File: config.mk
export PLATFORM = sky130hd
export DESIGN_NAME = partition_power_gate
export DESIGN_NICKNAME = d
export VERILOG_FILES = /design/src/rtl/ppg_pkg.sv /design/src/rtl/ppg_ctrl.sv /design/src/rtl/ppg_datapath.sv /design/src/rtl/partition_power_gate.sv
export SDC_FILE = /design/constraint.sdc
export NUM_CORES = 1
export LEC_CHECK = 0
export BUFFER_PORTS_ARGS = -buffer_cell sky130_fd_sc_hd__buf_2
export CORE_MARGIN = 2
export CORE_UTILIZATION = 40
export DETAILED_ROUTE_END_ITERATION = 8
export SLEW_MARGIN = 20
export SYNTH_ARGS = -nofsm -noshare
export SYNTH_HDL_FRONTEND = slang
export SYNTH_SLANG_ARGS = --single-unit
File: constraint.sdc
create_clock -name clk -period 3 [get_ports clk]
set_clock_uncertainty 0.1 [all_clocks]
set_input_delay 0.15 -clock clk [delete_from_list [all_inputs] [get_ports clk]]
set_output_delay 0.15 -clock clk [all_outputs]
set_load 0.005 [all_outputs]
File: src/rtl/ppg_pkg.sv
package ppg_pkg;

  // Byte offsets of the registers; software and the read mux both decode these.
  localparam int OFF_CLAMP_STAT = 'h02C;
  localparam int OFF_TOGGLE     = 'h030;
  localparam int OFF_CLAMP_CMD  = 'h034;
  localparam int OFF_PWR_STAT   = 'h038;

  // Toggle word field positions.
  localparam int TGL_START_BIT = 8;
  localparam int TGL_IDX_W     = 5;

  typedef enum logic [1:0] {
    ST_IDLE  = 2'd0,
    ST_ISSUE = 2'd1,
    ST_WAIT  = 2'd2
  } gateState_e;

  // Strobes from control to datapath.
  typedef struct packed {
    logic clampSet;    // re-clamp the partition named by the write
    logic reqDrive;    // drive switch request of active partition to target
    logic reqRestore;  // return switch request to previous level (timeout)
    logic commit;      // write target into power status
    logic target;      // requested power state of active partition
  } gateStrobe_t;

endpackage

File: src/rtl/ppg_ctrl.sv
module ppg_ctrl
  import ppg_pkg::*;
#(
  parameter int TIMEOUT_CYC = 20000
) (
  input  logic                 clk,
  input  logic                 rstN,
  input  logic                 tglReq,
  input  logic [TGL_IDX_W-1:0] reqIdx,
  input  logic                 curOn,
  input  logic                 ackBit,
  output gateStrobe_t          strobe,
  output logic                 busy,
  output logic [TGL_IDX_W-1:0] idxReg
);

  localparam int CNT_W = $clog2(TIMEOUT_CYC + 1);
  localparam logic [CNT_W-1:0] LAST_CNT = CNT_W'(TIMEOUT_CYC - 1);

  gateState_e        state, stateNext;
  logic [CNT_W-1:0]  waitCnt;
  logic              targetReg;
  logic              acceptNow;
  logic              ackMatch;
  logic              timedOut;

  assign busy      = (state != ST_IDLE);
  assign acceptNow = (state == ST_IDLE) && tglReq;
  assign ackMatch  = (state == ST_WAIT) && (ackBit == targetReg);
  assign timedOut  = (state == ST_WAIT) && !ackMatch && (waitCnt == LAST_CNT);

  always_comb begin
    stateNext = state;
    unique case (state)
      ST_IDLE:  if (tglReq) stateNext = ST_ISSUE;
      ST_ISSUE: stateNext = ST_WAIT;
      ST_WAIT:  if (ackMatch || timedOut) stateNext = ST_IDLE;
      default:  stateNext = ST_IDLE;
    endcase
  end

  always_comb begin
    strobe            = '0;
    strobe.target     = targetReg;
    strobe.clampSet   = acceptNow && curOn;
    strobe.reqDrive   = (state == ST_ISSUE);
    strobe.commit     = ackMatch;
    strobe.reqRestore = timedOut;
  end

  always_ff @(posedge clk) begin
    if (!rstN) begin
      state     <= ST_IDLE;
      waitCnt   <= '0;
      targetReg <= 1'b0;
      idxReg    <= '0;
    end else begin
      state <= stateNext;
      if (acceptNow) begin
        idxReg    <= reqIdx;
        targetReg <= !curOn;
      end
      if (state == ST_ISSUE)
        waitCnt <= '0;
      else if (state == ST_WAIT && !ackMatch && !timedOut)
        waitCnt <= waitCnt + 1'b1;
    end
  end

  // an accepted toggle always raises the busy flag on the next cycle.
  assert_accept_busy_R2: assert property (@(posedge clk) disable iff (!rstN)
    (!busy && tglReq) |=> busy);

  // a toggle arriving mid-operation leaves the active index alone.
  assert_busy_ignore_R5: assert property (@(posedge clk) disable iff (!rstN)
    (busy && tglReq) |=> $stable(idxReg));

  // the last wait cycle always ends the operation.
  assert_timeout_end_R4: assert property (@(posedge clk) disable iff (!rstN)
    (state == ST_WAIT && waitCnt == LAST_CNT) |=> !busy);

  // completion only ever follows a wait cycle.
  assert_done_from_wait_R3: assert property (@(posedge clk) disable iff (!rstN)
    $fell(busy) |-> $past(state) == ST_WAIT);

endmodule

File: src/rtl/ppg_datapath.sv
module ppg_datapath
  import ppg_pkg::*;
#(
  parameter int NPART  = 32,
  parameter int ADDR_W = 12
) (
  input  logic                 clk,
  input  logic                 rstN,
  input  logic                 regWrEn,
  input  logic [ADDR_W-1:0]    regAddr,
  input  logic [31:0]          regWrData,
  output logic [31:0]          regRdData,
  input  logic [NPART-1:0]     pwrAck,
  output logic [NPART-1:0]     pwrReq,
  output logic [NPART-1:0]     clampOn,
  input  gateStrobe_t          strobe,
  input  logic                 busy,
  input  logic [TGL_IDX_W-1:0] idxReg,
  output logic                 tglReq,
  output logic [TGL_IDX_W-1:0] reqIdx,
  output logic                 curOn,
  output logic                 ackBit
);

  localparam int WORD_W = ADDR_W - 2;
  localparam logic [WORD_W-1:0] W_CLAMP_STAT = WORD_W'(OFF_CLAMP_STAT >> 2);
  localparam logic [WORD_W-1:0] W_TOGGLE     = WORD_W'(OFF_TOGGLE >> 2);
  localparam logic [WORD_W-1:0] W_CLAMP_CMD  = WORD_W'(OFF_CLAMP_CMD >> 2);
  localparam logic [WORD_W-1:0] W_PWR_STAT   = WORD_W'(OFF_PWR_STAT >> 2);

  logic [WORD_W-1:0] wordSel;
  logic [NPART-1:0]  pwrStat;
  logic [NPART-1:0]  clampStat;
  logic [NPART-1:0]  clampCmd;
  logic [NPART-1:0]  reqMask;
  logic [NPART-1:0]  actMask;
  logic [NPART-1:0]  cmdAccept;
  logic [NPART-1:0]  reClamp;
  logic [31:0]       statPad, clampPad, cmdPad;
  logic              idxInRange;

  assign wordSel    = regAddr[ADDR_W-1:2];
  assign reqIdx     = regWrData[TGL_IDX_W-1:0];
  assign idxInRange = ({1'b0, reqIdx} < (TGL_IDX_W+1)'(NPART));
  assign tglReq     = regWrEn && (wordSel == W_TOGGLE) &&
                      regWrData[TGL_START_BIT] && idxInRange;
  assign reqMask    = NPART'(1) << reqIdx;
  assign actMask    = NPART'(1) << idxReg;
  assign curOn      = |(pwrStat & reqMask);
  assign ackBit     = |(pwrAck & actMask);
  assign reClamp    = strobe.clampSet ? reqMask : '0;

  // Clamp removal only for powered partitions not under a toggle.
  always_comb begin
    cmdAccept = '0;
    if (regWrEn && wordSel == W_CLAMP_CMD)
      cmdAccept = regWrData[NPART-1:0] & pwrStat & ~reClamp &
                  ~(busy ? actMask : '0);
  end

  always_ff @(posedge clk) begin
    if (!rstN) begin
      pwrStat   <= '0;
      pwrReq    <= '0;
      clampStat <= '1;
      clampCmd  <= '0;
    end else begin
      if (strobe.commit)
        pwrStat <= strobe.target ? (pwrStat | actMask) : (pwrStat & ~actMask);
      if (strobe.reqDrive)
        pwrReq <= strobe.target ? (pwrReq | actMask) : (pwrReq & ~actMask);
      else if (strobe.reqRestore)
        pwrReq <= strobe.target ? (pwrReq & ~actMask) : (pwrReq | actMask);
      clampStat <= (clampStat & ~clampCmd) | reClamp;
      clampCmd  <= cmdAccept;
    end
  end

  assign clampOn = clampStat;

  always_comb begin
    statPad  = '0;
    clampPad = '0;
    cmdPad   = '0;
    statPad[NPART-1:0]  = pwrStat;
    clampPad[NPART-1:0] = clampStat;
    cmdPad[NPART-1:0]   = clampCmd;
  end

  always_comb begin
    regRdData = '0;
    unique case (wordSel)
      W_CLAMP_STAT: regRdData = clampPad;
      W_TOGGLE: begin
        regRdData[TGL_START_BIT]     = busy;
        regRdData[TGL_IDX_W-1:0]     = idxReg;
      end
      W_CLAMP_CMD:  regRdData = cmdPad;
      W_PWR_STAT:   regRdData = statPad;
      default:      regRdData = '0;
    endcase
  end

  // a partition whose switch request is low is always clamped.
  assert_unreq_clamped_R7: assert property (@(posedge clk) disable iff (!rstN)
    (~pwrReq & ~clampStat) == '0);

  // pending clamp removals only target powered partitions.
  assert_cmd_powered_R9: assert property (@(posedge clk) disable iff (!rstN)
    (clampCmd & ~pwrStat) == '0);

  // a pending removal has released its clamp one cycle later unless re-clamped.
  assert_cmd_release_R8: assert property (@(posedge clk) disable iff (!rstN)
    (|clampCmd) |=> (((clampStat & $past(clampCmd)) == '0) || busy));

  // unpowered partitions never lose their clamp.
  assert_off_clamped_R1: assert property (@(posedge clk) disable iff (!rstN)
    (~pwrStat & ~clampStat) == '0);

endmodule

File: src/rtl/partition_power_gate.sv
module partition_power_gate
  import ppg_pkg::*;
#(
  parameter int NPART       = 32,
  parameter int ADDR_W      = 12,
  parameter int TIMEOUT_CYC = 20000
) (
  input  logic              clk,
  input  logic              rstN,
  input  logic              regWrEn,
  input  logic [ADDR_W-1:0] regAddr,
  input  logic [31:0]       regWrData,
  output logic [31:0]       regRdData,
  output logic [NPART-1:0]  pwrReq,
  input  logic [NPART-1:0]  pwrAck,
  output logic [NPART-1:0]  clampOn
);

  gateStrobe_t          strobe;
  logic                 busy;
  logic [TGL_IDX_W-1:0] idxReg;
  logic                 tglReq;
  logic [TGL_IDX_W-1:0] reqIdx;
  logic                 curOn;
  logic                 ackBit;

  ppg_ctrl #(.TIMEOUT_CYC(TIMEOUT_CYC)) uCtrl (
    .clk    (clk),
    .rstN   (rstN),
    .tglReq (tglReq),
    .reqIdx (reqIdx),
    .curOn  (curOn),
    .ackBit (ackBit),
    .strobe (strobe),
    .busy   (busy),
    .idxReg (idxReg)
  );

  ppg_datapath #(.NPART(NPART), .ADDR_W(ADDR_W)) uData (
    .clk       (clk),
    .rstN      (rstN),
    .regWrEn   (regWrEn),
    .regAddr   (regAddr),
    .regWrData (regWrData),
    .regRdData (regRdData),
    .pwrAck    (pwrAck),
    .pwrReq    (pwrReq),
    .clampOn   (clampOn),
    .strobe    (strobe),
    .busy      (busy),
    .idxReg    (idxReg),
    .tglReq    (tglReq),
    .reqIdx    (reqIdx),
    .curOn     (curOn),
    .ackBit    (ackBit)
  );

endmodule

==> impl_metrics.toml <==
[outcome]
status = "finished clean"

[final_layout]
fin_util_pct = 51.31
diodes = 0
final_net_count = 1378
drive_gt1_share_pct = 22.65
stdcell_count = 1586
area_delta_synth_final_pct = 25.94

[timing]
drv_slew = 0
fin_crit_ps = 2820
timing.fmax_ghz = 0.3546
fin_ws_ps = 179.8
hold_viol = 0
whs_ps = 49.93
maxSlewHeadroom_pct = 49.16
finalSetupViolCount = 0
rsz0062_at_grt = "no"
finalCritPeriodShare_pct = 94.01
tightestPinTransition_ps = 759.8

[global_route]
grt_pass1_wl_um = 50050
grt_pass1_vias = 8846
gr-total-overflow = 0
grtUsageTotal_pct = 28.85
grt_max_degree = 55
antenna_found_initial = 0

[floorplan]
die_area_um2 = 22530
start_util_pct = 40.75
die_w_um = 150.1
core_area_um2 = 20960
row_count = 53
ios = 175
die_h_um = 150.1

[detailed_routing]
routedWlPerCell_um = 20.99
via_per_inst = 6.114
drtPass1Iterations = 7
ant_nets = 0
wirelength_um = 33280
drt_iter0_markers = 941
drc = 0
num_vias = 9697

[logic_synthesis]
synth_cell_types = 63
syn-num-nets = 1202
synth_area_per_cell_um2 = 7.610
ys_ff_latch = 151
ys_top_cells_by_count = "dfxtp_1, nand2_1, o21ai_0, a21oi_1, clkbuf_1"
yosysTopAreaCell = "dfxtp_1"
yosysTopAreaCellShare_pct = 35.40
synth_edf_count = 0
ys_seq_area_share_pct = 35.40
synth_top_flop_cell = "dfxtp_1"
yosysMostFrequentCell = "dfxtp_1"
yosys-top-cells-area = "dfxtp_1, nand2_1, o21ai_0"
synthCells = 1122
syn-cell-area_um2 = 8538
yosys_warnings = 0
synthArstFlopShare_pct = 0

[pwr]
power_mw = 4.455
power.leakage_nw = 4.150
ir_drop_mv = 0.3528
cellPowerDensity_nw_per_um2 = 414.3

[critical_path]
cp_cell_sequence = "buf_4 -> nor4b_1 -> a32o_1 -> nor4_2 -> or4b_4 -> or4_4 -> a21oi_1 -> mux2i_1"
critPathMaxStageDelay_ps = 530
slowest_stage = "or4b_4"
cp.required_ps = 3260
start_kind = "flip-flop"
critical_path_buf_inv_count = 1
cp-end-kind = "flip-flop"
crit_arrival_ps = 3080
crit_fanout = 8
criticalPathCategory = "flip-flop to flip-flop"
crit_family = "simple AND/OR/NAND/NOR gates"

[placement]
port_buffers = 172
dpl.hpwl_um = 23610
place_congestion = 0.9414
post-place-cells = 1527
place_worst_setup_slack_ps = -30.99

[clock_tree]
clock_sinks = 151
cts_root_buf = "clkbuf_16"
cts_setup_buffers = 0
clkLatencyLatePin_ps = 440
cts_buffers = 17
htree_levels = 4
clk_pin_slew_ps = 60
cts_buffer_depth = 2
tritoncts = "done"

[worst_hold_path]
worstHoldPathType = "input port to flip-flop"

[job]
maxCapViolations = 0
-- metal layers --
layer	GRT usage (%)	routed length, um	up-vias
li1	-	-	4497
met1	37.72	13770	4633
met2	47.83	15760	491
met3	4.848	2710	76
met4	10.71	1050	0
met5	0	0	-
-- layout by cell type, fill, tap and decap left out, drive strengths merged, types with 5 or more instances in the layout --
master / Yosys / final
buf: 11 / 227
dfxtp: 151 / 151
nor2b: 13 / 13
nor4: 8 / 8
nand2b: 19 / 19
nor3: 83 / 83
dlygate4sd3: 0 / 27
clkbuf: 86 / 20
nand3b: 5 / 5
mux2i: 29 / 29
o21ai: 104 / 104
a31oi: 12 / 12
nor3b: 8 / 8
nand3: 31 / 31
inv: 54 / 58
o2111a: 33 / 33
a21oi: 86 / 86
a22oi: 44 / 44
a31o: 10 / 10
and3: 12 / 12
nand2: 140 / 140
a222oi: 21 / 21
nor2: 55 / 55
nand4: 17 / 17
o2bb2ai: 32 / 32
-- final cells by class --
type	instances	area, um^2
fill	2110	10200
multi-input combinational	819	4982
sequential	151	3027
timing repair buffer	254	1594
clock buffer	20	456.7
tap	275	344.1
inverter	55	206.4
clock inverter	12	142.6
-- worst register-to-register path, stage by stage, from the launching register on --
cell and delay [ps]:
dfxtp_1 440, buf_4 210, nor4b_1 60, a32o_1 210, nor4_2 260, or4b_4 530
or4_4 530, a21oi_1 210, mux2i_1 200
-- power by group --
part | internal, mW | switching [mW] | total, mW
sequential | 2.00 | 0.0000516 | 2.00
combinational | 0.0968 | 0.141 | 0.238
clock | 1.28 | 0.930 | 2.21
total | 3.38 | 1.07 | 4.46
-- path summary, 6_finish.rpt --
check / from / end / slack, ps / cells after the start
hold reg to reg: uCtrl.waitCnt[14] / uCtrl.waitCnt[14] / 370 / 2
setup reg to reg: uCtrl.idxReg[2] / uCtrl.waitCnt[11] / 180 / 8
hold / removal: regWrData[4] / uData.clampCmd[4] / 50 / 2
setup / recovery: uCtrl.idxReg[2] / uCtrl.waitCnt[11] / 180 / 8
-- cells by family (layout without fill, tap and decap cells) --
family	Yosys count	count (layout)	share of synthesized area [%]
buffers and inverters	152	341	6.858
multiplexers	33	33	3.971
AO/OA/AOI/OAI	374	374	30.09
flip-flops	151	151	35.40
AND/OR/NAND/NOR	411	411	23.53
adder cells (fa/ha/maj)	1	1	0.1465
-- timing repair --
item,CTS,global route
resized for setup,1,5
setup endpoints to repair,3,16
hold buffers,27,0
cloned,0,0
endpoints found under the hold margin,27,0
pin swaps,0,0
-- metrics by stage --
stage	TNS, ps	instance area (um^2)
6_report	0	10750
5_1_grt	0	10750
4_1_cts	0	10740
3_5_place_dp	-72.98	9863
3_3_place_gp	0	9863
2_1_floorplan	0	8538
(Power assumes the default switching activity.)
